### src/rtl/fpac_pkg.sv
package fpac_pkg;
   // Magnitude relation tested by the lane comparators.
   typedef enum logic {
      REL_GE = 1'b0,
      REL_GT = 1'b1
   } mag_rel_t;
endpackage

### src/rtl/fpac_lane.sv
module fpac_lane
   import fpac_pkg::*;
#(
   parameter int LANE_W = 32,
   parameter int EXP_W  = 8
) (
   input  logic [LANE_W-1:0] lhs,
   input  logic [LANE_W-1:0] rhs,
   input  mag_rel_t          rel,
   output logic              hit
);
   localparam int MAG_W  = LANE_W - 1;
   localparam int FRAC_W = MAG_W - EXP_W;

   logic [MAG_W-1:0] mag_l, mag_r;
   logic nan_l, nan_r, l_above, l_same;

   // Drop the sign; the remaining bits order as unsigned integers.
   assign mag_l = lhs[MAG_W-1:0];
   assign mag_r = rhs[MAG_W-1:0];

   assign nan_l = (&mag_l[MAG_W-1 -: EXP_W]) && (|mag_l[FRAC_W-1:0]);
   assign nan_r = (&mag_r[MAG_W-1 -: EXP_W]) && (|mag_r[FRAC_W-1:0]);

   assign l_above = mag_l > mag_r;
   assign l_same  = mag_l == mag_r;

   always_comb begin
      if (nan_l || nan_r)
         hit = 1'b0;
      else if (rel == REL_GT)
         hit = l_above;
      else
         hit = l_above || l_same;
   end
endmodule

### src/rtl/fpac_array.sv
module fpac_array
   import fpac_pkg::*;
#(
   parameter int LANES  = 4,
   parameter int LANE_W = 32,
   parameter int EXP_W  = 8
) (
   input  logic [LANES*LANE_W-1:0] vec_a,
   input  logic [LANES*LANE_W-1:0] vec_b,
   input  logic                    wide,
   input  logic                    strict,
   input  logic                    swap,
   output logic [LANES*LANE_W-1:0] mask
);
   localparam int HALF = LANES / 2;

   mag_rel_t rel;
   assign rel = strict ? REL_GT : REL_GE;

   for (genvar g = 0; g < LANES; g++) begin : g_lane
      logic [LANE_W-1:0] first, second;
      logic hit, active;

      assign first  = swap ? vec_b[g*LANE_W +: LANE_W] : vec_a[g*LANE_W +: LANE_W];
      assign second = swap ? vec_a[g*LANE_W +: LANE_W] : vec_b[g*LANE_W +: LANE_W];

      if (g < HALF) begin : g_low
         assign active = 1'b1;
      end else begin : g_high
         assign active = wide;
      end

      fpac_lane #(.LANE_W(LANE_W), .EXP_W(EXP_W)) u_lane (
         .lhs(first),
         .rhs(second),
         .rel(rel),
         .hit(hit)
      );

      assign mask[g*LANE_W +: LANE_W] = {LANE_W{hit && active}};
   end
endmodule

### src/rtl/fp_abs_cmp.sv
module fp_abs_cmp #(
   parameter int LANES   = 4,
   parameter int LANE_W  = 32,
   parameter int EXP_W   = 8,
   parameter bit OUT_REG = 1'b1,
   localparam int VEC_W  = LANES * LANE_W
) (
   input  logic             clk,
   input  logic             rst,
   input  logic             in_valid,
   input  logic [VEC_W-1:0] op_a,
   input  logic [VEC_W-1:0] op_b,
   input  logic             wide,
   input  logic             strict,
   input  logic             swap,
   output logic             out_valid,
   output logic [VEC_W-1:0] result
);
   localparam int MAG_W  = LANE_W - 1;
   localparam int FRAC_W = MAG_W - EXP_W;

   if (LANES < 2 || (LANES % 2) != 0) begin : g_bad_lanes
      $error("fp_abs_cmp: LANES must be even and at least 2");
   end
   if (FRAC_W < 1) begin : g_bad_fields
      $error("fp_abs_cmp: LANE_W must leave at least one fraction bit");
   end

   logic [VEC_W-1:0] mask;

   fpac_array #(.LANES(LANES), .LANE_W(LANE_W), .EXP_W(EXP_W)) u_array (
      .vec_a (op_a),
      .vec_b (op_b),
      .wide  (wide),
      .strict(strict),
      .swap  (swap),
      .mask  (mask)
   );

   if (OUT_REG) begin : g_reg
      logic [VEC_W-1:0] res_q;
      logic             vld_q;

      always_ff @(posedge clk) begin
         if (rst) begin
            res_q <= '0;
            vld_q <= 1'b0;
         end else begin
            vld_q <= in_valid;
            if (in_valid)
               res_q <= mask;
         end
      end

      assign result    = res_q;
      assign out_valid = vld_q;


      lat_one_chk: assert property (@(posedge clk) disable iff (rst)
         in_valid |=> out_valid);

      idle_low_chk: assert property (@(posedge clk) disable iff (rst)
         !in_valid |=> (!out_valid && $stable(result)));

      narrow_top_chk: assert property (@(posedge clk) disable iff (rst)
         (in_valid && !wide) |=> (result[VEC_W-1:VEC_W/2] == '0));

      for (genvar g = 0; g < LANES; g++) begin : g_lane_chk
         logic a_nan, b_nan;
         assign a_nan = (&op_a[g*LANE_W+MAG_W-1 -: EXP_W]) && (|op_a[g*LANE_W +: FRAC_W]);
         assign b_nan = (&op_b[g*LANE_W+MAG_W-1 -: EXP_W]) && (|op_b[g*LANE_W +: FRAC_W]);

         nan_zero_chk: assert property (@(posedge clk) disable iff (rst)
            (in_valid && (a_nan || b_nan)) |=> (result[g*LANE_W +: LANE_W] == '0));

         whole_lane_chk: assert property (@(posedge clk) disable iff (rst)
            out_valid |-> (result[g*LANE_W +: LANE_W] == '0 ||
                           result[g*LANE_W +: LANE_W] == '1));
      end
   end else begin : g_comb
      assign result    = mask;
      assign out_valid = in_valid;
   end
endmodule

### config.mk
export PLATFORM = sky130hd
export DESIGN_NAME = fp_abs_cmp
export DESIGN_NICKNAME = d
export VERILOG_FILES = /design/src/rtl/fpac_pkg.sv /design/src/rtl/fpac_lane.sv /design/src/rtl/fpac_array.sv /design/src/rtl/fp_abs_cmp.sv
export SDC_FILE = /design/constraint.sdc
export NUM_CORES = 1
export LEC_CHECK = 0
export ABC_CLOCK_PERIOD_IN_PS = 8350
export BUFFER_PORTS_ARGS = -buffer_cell sky130_fd_sc_hd__buf_2
export CORE_ASPECT_RATIO = 1.75
export CORE_MARGIN = 4
export CORE_UTILIZATION = 33
export CTS_CLUSTER_DIAMETER = 120
export CTS_CLUSTER_SIZE = 30
export DETAILED_ROUTE_END_ITERATION = 10
export MAX_ROUTING_LAYER = met4
export PLACE_DENSITY = 0.59
export SETUP_SLACK_MARGIN = 0.2
export SLEW_MARGIN = 40
export SYNTH_ARGS = -nofsm -noshare
export SYNTH_HDL_FRONTEND = slang
export SYNTH_SLANG_ARGS = --single-unit
### constraint.sdc
create_clock -name clk -period 8.35 [get_ports clk]
set_clock_uncertainty 0.1 [all_clocks]
set_input_delay 0.835 -clock clk [delete_from_list [all_inputs] [get_ports clk]]
set_output_delay 0.835 -clock clk [all_outputs]
set_load 0.05 [all_outputs]
==> results.json, run 1 <==
{
  "pwr-share-seq_pct": 4.6,
  "die-width_um": 124,
  "p_sw_share_pct": 56.0,
  "wl_um": 25500,
  "gr-usage-all-layers_pct": 18.5,
  "pre_cts_slack_ns": 4.05,
  "setup_slack_ns": 4.31,
  "wl_per_cell_um": 17.3,
  "cts_buffer_depth": 2,
  "dp_hpwl_um": 22300,
  "cp_max_fo": 82,
  "synth_warnings": 0,
  "r2r-end": "result[31]",
  "rsz0062_at_grt": "false",
  "cp-start-kind": "primary input",
  "drtIter0Drc": 225,
  "instances_no_fill": 1473,
  "rr_worst_depth": 5,
  "layout-drive-gt1-share_pct": 44.7,
  "maxSlewViolCount": 0,
  "drc": 0,
  "ir_worst_vdd_uv": 90.0,
  "r2r_setup_slack_ns": 6.52,
  "cap_violations": 0,
  "met2_length_um": 14700,
  "route.antenna.remaining_nets": 0,
  "grt_pass1_wl_um": 38100,
  "grt_max_degree": 149,
  "min_path_type": "flip-flop to flip-flop",
  "synth_area_leaders": "ha_1 (20%), mux2_2 (17%), mux2i_1 (16%), buf_4 (12%), a21oi_1 (3.4%)",
  "synth_top_area_share_pct": 19.8,
  "synth_cell_types": 59,
  "gp_congestion": 0.919,
  "clock_sinks": 5,
  "yosysSeqAreaShare_pct": 1.29,
  "mostFrequentLayoutCells": "buf_2 (381), mux2i_1 (123), ha_1 (123)",
  "grt_overflow": 0,
  "finalHoldViolCount": 0,
  "syn_area_um2": 7780,
  "fmax_mhz": 247,
  "grt_pass1_vias": 7789,
  "async_reset_ff_share_pct": 0,
  "vias": 7988,
  "synth.avg_cell_area_um2": 8.29,
  "numCtsBuffers": 3,
  "nets": 1554,
  "antenna_found_initial": 1,
  "dr.pass1.iters": 4,
  "r2r-start": "result[31]",
  "p_per_area_nw_per_um2": 82.2,
  "power.switching_uw": 417,
  "synth_top_cell_by_area": "ha_1",
  "clock_power_share_pct": 11.2,
  "startpoint": "swap",
  "status": "finished, final reports clean",
  "cts_setup_buffers": 0,
  "root_buffer": "clkbuf_16",
  "hold_buffers": 0,
  "maxSlewHeadroom_pct": 44.6,
  "synth_nets": 1323,
  "synth-main-ff-cell": "dfxtp_1",
  "synthCells": 938,
  "initial_utilization_pct": 33.3,
  "clock_latency_ns": 0.23,
  "setup_viol": 0,
  "path_clk_slew_ns": 0.04,
  "worstMarginPinSlew_ns": 0.830,
  "crit_required_ns": 8.38,
  "fin_crit_ns": 4.04,
  "final_common_cell": "buf_2",
  "die_h_um": 211,
  "core_um2": 23300,
  "htreeDepth": 1,
  "internal_power_uw": 328,
  "p_comb_share_pct": 84.2,
  "criticalPathCategory": "primary input to flip-flop",
  "cts_tree": "yes",
  "finalSetupTns_ns": 0,
  "p_leak_nw": 4.63,
  "area_delta_synth_final_pct": 16.6,
  "dp.cells": 1468,
  "wl_met3_um": 1320,
  "cp-end-kind": "flip-flop",
  "worstPathArrival_ns": 4.07,
  "synth_edf_count": 0,
  "wl_met1_um": 8870,
  "fin_crit_sh_pct": 48.4,
  "rows": 74,
  "port_buffers": 382,
  "routed_via_density": 5.42,
  "cts_resized": 0,
  "io_pins": 391,
  "top_layer": "met4",
  "endpoint": "result[95]",
  "synth_seq_cells": 5,
  "die_area_um2": 26200
}
sequential cells by signal, indices dropped and copies added (netlist names):
| name | count |
|---|---|
| result | 4 |
| out_valid | 1 |
layout make-up:
cell class	instances	area (um2)
repair buffers	385	1960
diodes	1	2.50
fillers	2534	14300
well taps	304	380
multi-input cells	769	6520
flip-flops and latches	5	105
inverters	5	18.8
clock buffers	4	78.8
worst min-delay path by stage:
stage,startpoint,endpoint,slack [ns],cells past startpoint
6_report,result[63],result[63],0.64,2
5_1_grt,result[63],result[63],0.76,2
4_1_cts,result[63],result[63],0.86,2
3_5_place_dp,result[63],result[63],0.85,2
3_3_place_gp,result[63],result[63],0.82,2
2_1_floorplan,in_valid,out_valid,0.89,2
cell families (layout without fill, tap and decap cells):
kind of cell	count (synthesis)	in the layout	synth area share, %
AOI/OAI and AO/OA	151	151	12.7
other	0	1	0
muxes	245	245	33.6
DFF	5	5	1.29
and+or+nand+nor	248	248	17.6
xor gates and xnor gates	1	1	0.113
buffers and inverters	164	394	14.9
adders and majority gates	124	124	19.9
power by group through the flow:
| stage | clock network (mW) | registers [mW] | logic (mW) |
|---|---|---|---|
| after detailed placement | 0 | 0.0352 | 0.629 |
| after CTS | 0.0899 | 0.0348 | 0.631 |
| after global routing | 0.0917 | 0.0372 | 0.689 |
| after floorplan | 0 | 0.0397 | 0.483 |
| after global placement | 0 | 0.0345 | 0.623 |
| final | 0.0836 | 0.0344 | 0.627 |
routing by layer:
metal	vias up	global-route usage, %
met3	42	1.37
met2	279	37.6
li1	4006	-
met1	3661	18.2
met5	-	-
met4	0	4.54
cell usage after synthesis, types with 2 or more instances:
library cell  number
a2111oi_0          2
a211oi_1          12
a21o_1            20
a21oi_1           53
a221oi_1           3
a22oi_1            3
a31oi_1            7
a41o_1             2
a41oi_1            2
and2_1             3
and3_1             4
and4_1             5
buf_2             28
buf_4            125
buf_6              5
dfxtp_1            5
ha_1             123
inv_1              5
mux2_2           120
mux2_4             2
mux2i_1          123
nand2_1           36
nand2b_1           4
nand3_1           32
nand3b_1           2
nand4_1           40
nand4b_1           5
nor2_1            30
nor2b_1            5
nor3_1            31
nor4_1            29
o211ai_1           3
o21ai_0           19
o21bai_1           3
o22ai_1            3
o31ai_1            6
or3_1              9
or4_1              8
per-stage QoR:
step                      instance area (um2)  total power [mW]  utilization, %  hold slack [ns]
after CTS                                9060             0.756            38.8            0.859
after floorplan                          7780             0.523               -            0.891
after global placement                   8980             0.658            38.5            0.820
after global routing                     9070             0.818            38.9            0.762
after detailed placement                 8980             0.664            38.5            0.853
final                                    9070             0.745            38.9            0.645
critical path, stage by stage:
cell and delay, ns:
buf_8 0.42, buf_6 0.68, mux2_2 0.41, ha_1 0.31
nand4_1 0.14, nor3_1 0.44, o311ai_0 0.32, o211a_1 0.22
a211oi_1 0.23
(Power assumes the default switching activity.)
==> run 2, diff against run 1 <==
--- a/config.mk
+++ b/config.mk
@@ -5,7 +5,7 @@
 export SDC_FILE = /design/constraint.sdc
 export NUM_CORES = 1
 export LEC_CHECK = 0
-export ABC_CLOCK_PERIOD_IN_PS = 8350
+export ABC_CLOCK_PERIOD_IN_PS = 3300
 export BUFFER_PORTS_ARGS = -buffer_cell sky130_fd_sc_hd__buf_2
 export CORE_ASPECT_RATIO = 1.75
 export CORE_MARGIN = 4
@@ -14,7 +14,7 @@
 export CTS_CLUSTER_SIZE = 30
 export DETAILED_ROUTE_END_ITERATION = 10
 export MAX_ROUTING_LAYER = met4
-export PLACE_DENSITY = 0.59
+export PLACE_DENSITY = 0.61
 export SETUP_SLACK_MARGIN = 0.2
 export SLEW_MARGIN = 40
 export SYNTH_ARGS = -nofsm -noshare
==> constraint.sdc (replaced) <==
create_clock -name clk -period 3.3 [get_ports clk]
set_clock_uncertainty 0.1 [all_clocks]
set_input_delay 0.33 -clock clk [delete_from_list [all_inputs] [get_ports clk]]
set_output_delay 0.33 -clock clk [all_outputs]
set_load 0.05 [all_outputs]
==> run 2 against run 1 <==
- global-route usage rose by 0.57 points
- worst setup slack worse by 3.8 ns
- sequential share of layout area about the same
- worst hold slack worse by 0.25 ns
- critical path depth unchanged
- clock power grew to 2.5 times the previous value
- critical path type unchanged
- largest cell class unchanged
==> results.json, run 2 (synthesized netlist as in run 1, its figures left out) <==
{
  "drtIter0Drc": 242,
  "wl_um": 25900,
  "maxSlewHeadroom_pct": 60.9,
  "route.antenna.remaining_nets": 0,
  "grt_pass1_wl_um": 39400,
  "gp_congestion": 0.909,
  "power_mw": 1.92,
  "finalHoldViolCount": 0,
  "path_clk_slew_ns": 0.04,
  "die-width_um": 124,
  "largest_reg_flops": 4,
  "holdWs_ns": 0.395,
  "htreeDepth": 1,
  "clock_power_share_pct": 11.0,
  "wl_per_cell_um": 17.2,
  "criticalPathCategory": "primary input to flip-flop",
  "drc": 0,
  "finalSetupTns_ns": 0,
  "slowest_stage": "o311ai_0",
  "cts_resized": 0,
  "mostFrequentLayoutCells": "buf_2 (381), mux2i_1 (123), ha_1 (123)",
  "antenna_found_initial": 1,
  "die_area_um2": 26200,
  "grt_max_degree": 81,
  "layout-drive-gt1-share_pct": 46.1,
  "pwr-share-seq_pct": 4.5,
  "dp.cells": 1498,
  "pre_cts_slack_ns": 0.117,
  "ir_worst_vdd_uv": 157,
  "cp-start-kind": "primary input",
  "clock_latency_ns": 0.23,
  "root_buffer": "clkbuf_16",
  "area_delta_synth_final_pct": 20.4,
  "routed_via_density": 5.47,
  "cp_max_fo": 80,
  "min_path_type": "primary input to flip-flop",
  "initial_utilization_pct": 33.3,
  "rows": 74,
  "crit_required_ns": 3.32,
  "worstPathArrival_ns": 2.77,
  "dr.pass1.iters": 4,
  "cts_tree": "yes",
  "die_h_um": 211,
  "clock_sinks": 5,
  "core_um2": 23300,
  "cpMostUsedCell": "buf_12",
  "final_common_cell": "buf_2",
  "power.switching_mw": 1.07,
  "post-route-util_pct": 40.1,
  "grt_pass1_vias": 8107,
  "place_area_um2": 9270,
  "io_pins": 391,
  "numCtsBuffers": 3,
  "p_comb_share_pct": 84.5,
  "cts_setup_buffers": 0,
  "cpPeakStageDelay_ns": 0.56,
  "fmax_mhz": 362,
  "worstMarginPinSlew_ns": 0.580,
  "fillers": 2492,
  "status": "finished, final reports clean",
  "vias": 8234,
  "p_sw_share_pct": 55.4,
  "fin_crit_ns": 2.76,
  "hold_buffers": 0,
  "fin_crit_sh_pct": 83.6,
  "crit_chain": "buf_12 -> buf_12 -> mux2_2 -> ha_1 -> a21oi_1 -> o21ai_0 -> o311ai_0 -> o211a_1 -> a211oi_1",
  "p_leak_nw": 4.81,
  "rsz0062_at_grt": "false",
  "gr-usage-all-layers_pct": 19.1,
  "cp-end-kind": "flip-flop",
  "p_per_area_nw_per_um2": 205,
  "cap_violations": 0,
  "internal_power_uw": 857,
  "instances_no_fill": 1504,
  "setup_viol": 0,
  "cts_buffer_depth": 2,
  "dp_hpwl_um": 23100,
  "nets": 1584,
  "grt_overflow": 0,
  "stdcell_area_um2": 9370,
  "setup_slack_ns": 0.541,
  "maxSlewViolCount": 0,
  "port_buffers": 382
}
run 2: power by group through the flow:
stage | combinational, mW | clock (mW) | sequential (mW)
floorplan | 1.22 | 0 | 0.100
global placement | 1.61 | 0 | 0.0874
detailed placement | 1.63 | 0 | 0.0887
CTS | 1.63 | 0.222 | 0.0877
global route | 1.78 | 0.226 | 0.0938
finish | 1.63 | 0.211 | 0.0870
run 2: layer usage:
| layer | up-vias | GRT usage (%) | wire length [um] |
|---|---|---|---|
| met1 | 3800 | 18.8 | 8940 |
| met4 | 0 | 6.92 | 1100 |
| li1 | 4070 | - | - |
| met3 | 71 | 1.88 | 1310 |
| met2 | 293 | 37.3 | 14500 |
| met5 | - | - | 0 |
run 2: worst paths after layout:
| check | slack, ns | cells past startpoint | endpoint | from |
|---|---|---|---|---|
| worst max-delay path | 0.54 | 9 | result[95] | swap |
| worst min-delay path | 0.39 | 4 | result[96] | op_b[114] |
| worst max register to register | 1.61 | 5 | result[31] | result[31] |
| worst min register to register | 0.66 | 2 | result[63] | result[63] |
run 2: final cells by class:
type,count,area [um2],area share [%]
Multi-Input combinational cell,769,6530,69.7
Timing Repair Buffer,415,2250,24.0
Tap cell,304,380,4.06
Sequential cell,5,105,1.12
Clock buffer,4,78.8,0.842
Inverter,5,18.8,0.200
Antenna cell,2,5.00,0.0534
run 2: worst max-delay path, delay by kind of cell:
| family | cells | cell delay, ns |
|---|---|---|
| adders and majority gates | 1 | 0.31 |
| AOI/OAI and AO/OA | 5 | 1.12 |
| muxes | 1 | 0.35 |
| buffers and inverters | 2 | 0.58 |
==> run 3, diff against run 2 <==
--- a/config.mk
+++ b/config.mk
@@ -5,7 +5,8 @@
 export SDC_FILE = /design/constraint.sdc
 export NUM_CORES = 1
 export LEC_CHECK = 0
-export ABC_CLOCK_PERIOD_IN_PS = 3300
+export ABC_AREA = 1
+export ABC_CLOCK_PERIOD_IN_PS = 2700
 export BUFFER_PORTS_ARGS = -buffer_cell sky130_fd_sc_hd__buf_2
 export CORE_ASPECT_RATIO = 1.75
 export CORE_MARGIN = 4
@@ -14,7 +15,7 @@
 export CTS_CLUSTER_SIZE = 30
 export DETAILED_ROUTE_END_ITERATION = 10
 export MAX_ROUTING_LAYER = met4
-export PLACE_DENSITY = 0.61
+export PLACE_DENSITY = 0.58
 export SETUP_SLACK_MARGIN = 0.2
 export SLEW_MARGIN = 40
 export SYNTH_ARGS = -nofsm -noshare
==> constraint.sdc (replaced) <==
create_clock -name clk -period 2.7 [get_ports clk]
set_clock_uncertainty 0.1 [all_clocks]
set_input_delay 0.27 -clock clk [delete_from_list [all_inputs] [get_ports clk]]
set_output_delay 0.27 -clock clk [all_outputs]
set_load 0.05 [all_outputs]
==> run 3 against run 2 <==
- worst hold slack worse by 0.22 ns
- non-clock buffer count is 10 lower
- worst setup slack worse by 0.12 ns
- cell count is 45% higher
- die area is 8.3% higher
- combinational power is 33% higher
- synthesized cell count is 73% higher
- register-to-register slack worse by 0.13 ns
- first-iteration DRC count is 52% higher
- via count is 25% higher
- critical endpoint is now result[31]
- highest routed layer unchanged
==> results.json, run 3 <==
{
  "yosysMostFrequentCell": "nand2_1",
  "cts_buffer_depth": 2,
  "r2r-start": "result[96]",
  "async_reset_ff_share_pct": 0,
  "synth_edf_count": 0,
  "gp_congestion": 0.902,
  "min_path_type": "primary input to flip-flop",
  "critPathBufInv": 4,
  "die-width_um": 129,
  "clock_power_share_pct": 9.7,
  "grt_max_degree": 94,
  "finalSetupTns_ns": 0,
  "nets": 2242,
  "dp_hpwl_um": 25800,
  "cp_max_fo": 51,
  "ir_worst_vdd_uv": 253,
  "routed_via_density": 4.70,
  "maxSlewViolCount": 0,
  "synth_top_cell_by_area": "nand2_1",
  "p_leak_nw": 6.23,
  "layout-drive-gt1-share_pct": 23.1,
  "clock_sinks": 5,
  "synth_warnings": 0,
  "power_mw": 2.51,
  "rr_worst_depth": 2,
  "hold_path_depth": 2,
  "power.switching_mw": 1.52,
  "criticalPathCategory": "primary input to flip-flop",
  "cp-end-kind": "flip-flop",
  "fin_crit_ns": 2.28,
  "synth_top_area_share_pct": 27.1,
  "largest_reg_flops": 4,
  "hold-path-endpoint": "result[63]",
  "die_area_um2": 28400,
  "yosysSeqAreaShare_pct": 1.18,
  "core_um2": 25200,
  "drc": 0,
  "vias": 10300,
  "mostFrequentLayoutCells": "nand2_1 (610), buf_2 (381), inv_1 (214)",
  "root_buffer": "clkbuf_16",
  "synth_seq_cells": 5,
  "fin_crit_sh_pct": 84.5,
  "yosys-top-cells-count": "nand2_1 (611), inv_1 (214), nor2_1 (177), buf_4 (130), o21ai_0 (129)",
  "port_buffers": 382,
  "route.antenna.remaining_nets": 0,
  "synth_area_leaders": "nand2_1 (27%), ha_1 (18%), buf_4 (12%), inv_1 (9.5%), nor2_1 (7.9%)",
  "grt_pass1_wl_um": 43400,
  "die_h_um": 220,
  "synth_nets": 2010,
  "maxSlewHeadroom_pct": 49.8,
  "status": "finished, final reports clean",
  "final_common_cell": "nand2_1",
  "cp-start-kind": "primary input",
  "path_clk_slew_ns": 0.04,
  "cts_tree": "yes",
  "fmax_mhz": 438,
  "hp-start": "rst",
  "pwr-share-seq_pct": 4.3,
  "r2r_setup_slack_ns": 1.48,
  "cpPeakStageDelay_ns": 0.35,
  "cpMostUsedCell": "nor2_1",
  "rsz0062_at_grt": "false",
  "synth-main-ff-cell": "dfxtp_1",
  "cap_violations": 0,
  "initial_utilization_pct": 33.5,
  "worstMarginPinSlew_ns": 0.752,
  "p_per_area_nw_per_um2": 253,
  "setup_viol": 0,
  "crit_required_ns": 2.76,
  "fillers": 2885,
  "crit_chain": "buf_8 -> inv_8 -> buf_16 -> o21ai_0 -> ha_1 -> nand2_1 -> nor2_1 -> nand4_1 -> buf_4 -> nor2_1 -> nand2_1 -> nand2_1 -> nor2_1 -> nor2_1 -> nor2_1 -> nor2_1",
  "dr.pass1.iters": 7,
  "slowest_stage": "ha_1",
  "r2r-end": "result[96]",
  "syn_area_um2": 8460,
  "grt_pass1_vias": 9390,
  "hold_buffers": 0,
  "synthCells": 1625,
  "synth_cell_types": 24,
  "numCtsBuffers": 3,
  "gr-usage-all-layers_pct": 19.4,
  "finalHoldViolCount": 0,
  "crit_family": "simple AND/OR/NAND/NOR gates",
  "grt_overflow": 0,
  "antenna_found_initial": 11,
  "p_sw_share_pct": 60.5,
  "clock_latency_ns": 0.23,
  "htreeDepth": 1,
  "internal_power_uw": 994,
  "drtIter0Drc": 369,
  "rows": 77,
  "io_pins": 391,
  "area_delta_synth_final_pct": 17.3,
  "wl_um": 29700,
  "wl_per_cell_um": 13.6,
  "p_comb_share_pct": 86.1,
  "synth.avg_cell_area_um2": 5.20,
  "worstPathArrival_ns": 2.34
}
==> run 3: changes by cell type after synthesis, moves of 15 or more <==
| cell | change |
|---|---|
| o21ai_0 | +110 |
| nor4_1 | -28 |
| a21o_1 | -15 |
| inv_1 | +209 |
| nor3_1 | -27 |
| o21ai_1 | +32 |
| nand2_1 | +575 |
| mux2_2 | -120 |
| mux2i_1 | -118 |
| nor2_1 | +147 |
| nand4_1 | -22 |
| buf_6 | +20 |
==> run 3: per-stage QoR <==
stage          hold slack, ns  instances  worst slack (ns)  cell area (um2)  utilization (%)
2_1_floorplan           0.239       1625             0.466             8460                -
3_3_place_gp            0.419       2163            0.0913             9650             38.2
3_5_place_dp            0.429       2163            0.0539             9650             38.2
4_1_cts                 0.193       2167             0.276             9730             38.5
5_1_grt                 0.189       2182             0.198             9920             39.3
6_report                0.177       2182             0.418             9920             39.3
==> run 3: final cells by class <==
type	count	area, um2	share of cell area, %
sequential	5	104	1.05
antenna	10	25.0	0.252
multi-input combinational	1227	6200	62.5
inverter	215	815	8.21
clock buffer	4	78.8	0.794
tap	316	395	3.98
timing repair buffer	405	2310	23.3
==> run 3: cells by family (layout without fill, tap and decap cells) <==
logic type | Yosys count | after routing | synth area share (%)
adder cells (fa/ha/maj) | 123 | 123 | 18.2
flip-flops | 5 | 5 | 1.18
AND/OR/NAND/NOR | 869 | 869 | 40.3
other | 0 | 10 | 0
multiplexers | 5 | 5 | 0.592
AO/OA/AOI/OAI | 230 | 230 | 14.0
buffers and inverters | 393 | 624 | 25.8
==> run 3: per-layer routing <==
| layer | GRT usage (%) | part of all wire, % |
|---|---|---|
| met1 | 17.6 | 35 |
| met2 | 39.5 | 56 |
| met3 | 3.10 | 6.3 |
| met4 | 6.59 | 3.5 |
| met5 | - | 0 |
==> run 3: repair_timing <==
item | in CTS | in global routing
gates resized for setup | 0 | 17
setup endpoints to repair | 0 | 4
setup buffers | 0 | 1
==> run 3: worst max-delay path by stage <==
stage               cells past startpoint    endpoint  from
floorplan                              17  result[95]  swap
global placement                       16  result[31]  swap
detailed placement                     17  result[96]  swap
CTS                                    17  result[96]  swap
global route                           17  result[63]  swap
finish                                 16  result[31]  swap
==> run 3: power by group through the flow <==
stage / Clock [mW] / Sequential, mW / Combinational, mW
2_1_floorplan: 0 / 0.125 / 1.68
3_3_place_gp: 0 / 0.108 / 2.11
3_5_place_dp: 0 / 0.109 / 2.13
4_1_cts: 0.247 / 0.108 / 2.14
5_1_grt: 0.254 / 0.112 / 2.43
6_report: 0.243 / 0.107 / 2.16
